File: src/rtl/eff_addr_unit.sv
module eff_addr_unit #(
  parameter int W = 16
) (
  input  logic         clk,
  input  logic         rst_n,
  input  logic         start,
  input  logic [15:0]  ir,
  input  logic [W-1:0] pc_inc,
  input  logic [W-1:0] base_val,
  input  logic [W-1:0] mem_data,
  input  logic         mem_valid,
  output logic [W-1:0] addr,
  output logic         mem_req,
  output logic         done,
  output logic         busy
);

  localparam logic [3:0] OP_BR  = 4'b0000;
  localparam logic [3:0] OP_LD  = 4'b0010;
  localparam logic [3:0] OP_ST  = 4'b0011;
  localparam logic [3:0] OP_LDR = 4'b0110;
  localparam logic [3:0] OP_STR = 4'b0111;
  localparam logic [3:0] OP_LDI = 4'b1010;
  localparam logic [3:0] OP_STI = 4'b1011;
  localparam logic [3:0] OP_JMP = 4'b1100;
  localparam logic [3:0] OP_LEA = 4'b1110;

  logic [3:0]   op;
  logic [W-1:0] off9, off6, pc_ea, base_ea;
  logic [W-1:0] nxt_addr;
  logic         nxt_req, nxt_ind;
  logic         waiting;

  assign op      = ir[15:12];
  assign off9    = {{(W-9){ir[8]}}, ir[8:0]};
  assign off6    = {{(W-6){ir[5]}}, ir[5:0]};
  assign pc_ea   = pc_inc + off9;
  assign base_ea = base_val + off6;
  assign busy    = waiting;

  always_comb begin
    nxt_addr = '0;
    nxt_req  = 1'b0;
    nxt_ind  = 1'b0;
    case (op)
      OP_LD, OP_ST:   begin nxt_addr = pc_ea;    nxt_req = 1'b1; end
      OP_BR, OP_LEA:  begin nxt_addr = pc_ea;                    end
      OP_LDR, OP_STR: begin nxt_addr = base_ea;  nxt_req = 1'b1; end
      OP_JMP:         begin nxt_addr = base_val;                 end
      OP_LDI, OP_STI: begin nxt_addr = pc_ea;    nxt_req = 1'b1; nxt_ind = 1'b1; end
      default:        ;
    endcase
  end

  always_ff @(posedge clk) begin
    if (!rst_n) begin
      addr    <= '0;
      mem_req <= 1'b0;
      done    <= 1'b0;
      waiting <= 1'b0;
    end else begin
      mem_req <= 1'b0;
      done    <= 1'b0;
      if (waiting) begin
        if (mem_valid) begin
          addr    <= mem_data;
          mem_req <= 1'b1;
          done    <= 1'b1;
          waiting <= 1'b0;
        end
      end else if (start) begin
        addr    <= nxt_addr;
        mem_req <= nxt_req;
        done    <= !nxt_ind;
        waiting <= nxt_ind;
      end
    end
  end

endmodule

File: config.mk
export PLATFORM = sky130hd
export DESIGN_NAME = eff_addr_unit
export DESIGN_NICKNAME = d
export VERILOG_FILES = /design/src/rtl/eff_addr_unit.sv
export SDC_FILE = /design/constraint.sdc
export NUM_CORES = 1
export LEC_CHECK = 0
export ABC_AREA = 1
export BUFFER_PORTS_ARGS = -buffer_cell sky130_fd_sc_hd__buf_2
export CORE_ASPECT_RATIO = 0.6
export CORE_UTILIZATION = 57
export CTS_CLUSTER_DIAMETER = 120
export DETAILED_ROUTE_END_ITERATION = 6
export PLACE_DENSITY = 0.95
export SLEW_MARGIN = 15
export SYNTH_ARGS = -nofsm -noshare
export SYNTH_HDL_FRONTEND = slang
export SYNTH_SLANG_ARGS = --single-unit
File: constraint.sdc
create_clock -name clk -period 2.74 [get_ports clk]
set_input_delay 0.274 -clock clk [delete_from_list [all_inputs] [get_ports clk]]
set_output_delay 0.274 -clock clk [all_outputs]
set_load 0.005 [all_outputs]
==> summary.txt <==
Inserted Diodes = 0
Pre-antenna DRT Iters = 5
Syn_area_per_cell = 5.651 sq um
Most frequent cell after synthesis = nand2_1
Routability congestion estimate = 0.9422
Met3 GRT Util = 0.06011
Pwr per Cell Area = 322.1 mW/mm^2
Cells after DPL = 630
Unique masters post-synth = 31
Sequential fraction of the synthesis area = 0.1374
Compound-Gate Fraction of Synth Area = 0.1333
Antenna violations before repair = 0
Std-Cell Rows = 19
Maxcap violations = 0
Clk_lat worst skew = 260 ps
Hold Path Class = in2reg
Area grow syn2layout = 18.35%
Final number of max-transition violations = 0
CTS sink count = 19
Xor/xnor cell area share of the yosys netlist = 0.006326
Core Box Area = 0.004612 sq mm
Detailed Route Iter0 Violations = 339
Die Ht = 55.99 um
CTS root buf = clkbuf_8
Status = finished clean
Top FF cell, synth = dfxtp_1
Max clock buf depth = 2
Post-synthesis cell count = 490
Final period util = 0.7356
Synth top area share = 0.2386
Crit Path Class = in2reg
Startpoint Class = primary input
Final setup TNS = 0 ps
Layout net count = 672
Worst-case vdd ir drop = 0.3193 mV
Antenna Nets Post-Route = 0
Fillers = 425
Overall die width = 91.98 um
Crit Path Max Fanout = 4
Post-DP HPWL = 6361 um
Mux cell area share after synthesis = 0
Synth area leaders = nand2_1 (24%), dfxtp_1 (14%), ha_1 (14%)
Met1 usage = 0.4342
Drt drc = 0
Via-to-Cell Ratio = 5.456
Critical Path RT = 2900 ps
Worst path arrival time = 2170 ps
Post-CTS Setup Repair Bufs = 0
Worst Skew = 3.781 ps
Largest net degree at the start of global routing = 30
RSZ-0062 raised after global routing = no
Final hold violations = 0
Number of vias in the routed layout = 3459
Worst-path clk slew = 70 ps
Reg2reg setup slack = 1280 ps
Number of global-route vias before repair = 3028
Total CTS buffers = 3
CTS tree = done
Final core utilization = 0.7105
Met2 Use GR = 0.4872
GRT busiest layer = met2
Max-slew headroom = 0.5323
Min Tclk post-route = 2016 ps
Non-filler cells, final = 634
Global route overflow = 0
First-pass GRT wire length = 12850 um
FFs w/ async S/R, synth = 0
Yosys warnings = 0
P_leak = 1.925 nW
Starting Density = 0.6004
Largest family of logic cells by synthesized area = simple AND/OR/NAND/NOR gates
GR Util All Layers = 0.3047
Number of port buffers = 83
Post-synth EDFFs = 0
Worst slew pin tran = 701.6 ps
Synth cell count leaders = nand2_1 (176), inv_1 (56), nand3_1 (49)
Post-Synth Adder-Cell Area = 0.1500
Post-CTS sizing = 0
Die ar. = 0.005150 sq mm
H-tree Lvls = 1
CTS hold repair buffers = 0
I/O pins = 87
Yosys reg bits = 19
Post-synthesis instance area = 0.002769 sq mm
Wirelength, routed = 7820 um
Max Freq = 496.1 MHz
# setup viols final = 0
Crit. End Element = flip-flop
Synthesized net count = 590
Top cell type by total area after synthesis = nand2_1
Post-synthesis simple-gate area fraction = 0.4812
Layout cell share with drive strength beyond 1 = 0.1769
Wire per inst = 12.33 um
==> power by group <==
part | leakage, nW | switching [mW] | internal [mW] | total (mW)
Clock | 0.0255 | 0.0931 | 0.101 | 0.194
Combinational | 1.74 | 0.333 | 0.216 | 0.549
Sequential | 0.156 | 0.0114 | 0.301 | 0.312
Total | 1.93 | 0.438 | 0.618 | 1.06
==> layer usage <==
layer	share of wire	vias to the layer above
li1	-	1775
met1	0.46	1514
met2	0.44	162
met3	0.095	8
met4	0.0059	0
met5	0	-
==> kinds of logic (layout without fill, tap and decap cells) <==
| group | after synthesis | count (layout) |
|---|---|---|
| fa+ha+maj | 32 | 32 |
| xor+xnor | 2 | 2 |
| compound gates | 66 | 66 |
| simple gates | 307 | 307 |
| buf+inv | 64 | 145 |
| flops | 19 | 19 |
==> cell type report <==
type,count,area [sq um],share of cell area
clock buffer,3,41.29,0.01260
clock inverter,1,5.005,0.001527
inverter,57,214.0,0.06529
multi-input combinational,407,2135,0.6514
sequential,19,380.4,0.1161
tap,63,78.83,0.02406
timing repair buffer,84,422.9,0.1291
==> placed cells by master (no fill, tap or decap), types with 3 or more instances in the layout <==
cell and n:
inv_1 56, a21boi_0 3, nand2_1 176, a21oi_1 32, nand3b_1 13, or2_2 7, o21ai_0 18, dfxtp_1 19
clkbuf_8 3, a21o_1 3, nand3_1 49, ha_1 30, nand4_1 10, nor3_1 4, nor2_1 43, buf_2 83
==> registers in the layout (all words and copies together), names as in the netlist <==
signal,count
busy,1
addr,16
mem_req,1
done,1
==> through the flow <==
step                area [sq um]  setup WS [ps]  hold slack, ps  total power [mW]
floorplan                   2769          875.6           412.4            0.6846
global placement            3231          566.2           435.3            0.8335
detailed placement          3231          505.3           441.1            0.8533
CTS                         3277          761.6           247.7             1.050
global route                3277          570.4           255.8             1.143
finish                      3277          724.3           249.0             1.056
==> worst max-delay path, cell delays in order <==
cell	delay [ps]
buf_2	90
ha_1	160
inv_1	50
fa_1	380
inv_1	70
nand2_1	70
a21oi_1	270
nand2_1	110
nand2_1	180
nand2_1	100
nand2_1	80
nand2_1	60
nand3_1	70
nand3b_1	100
nand2_1	70
nand2_1	40
==> path summary, 6_finish.rpt <==
kind,from,endpoint,depth (start not counted)
min reg2reg,addr[13]$_SDFFE_PN0P_,addr[13]$_SDFFE_PN0P_,2
max,ir[0],addr[10]$_SDFFE_PN0P_,16
min,mem_data[6],addr[6]$_SDFFE_PN0P_,3
max reg2reg,busy$_SDFF_PN0_,addr[7]$_SDFFE_PN0P_,7
Note: power is estimated with default switching activity, not from simulation.
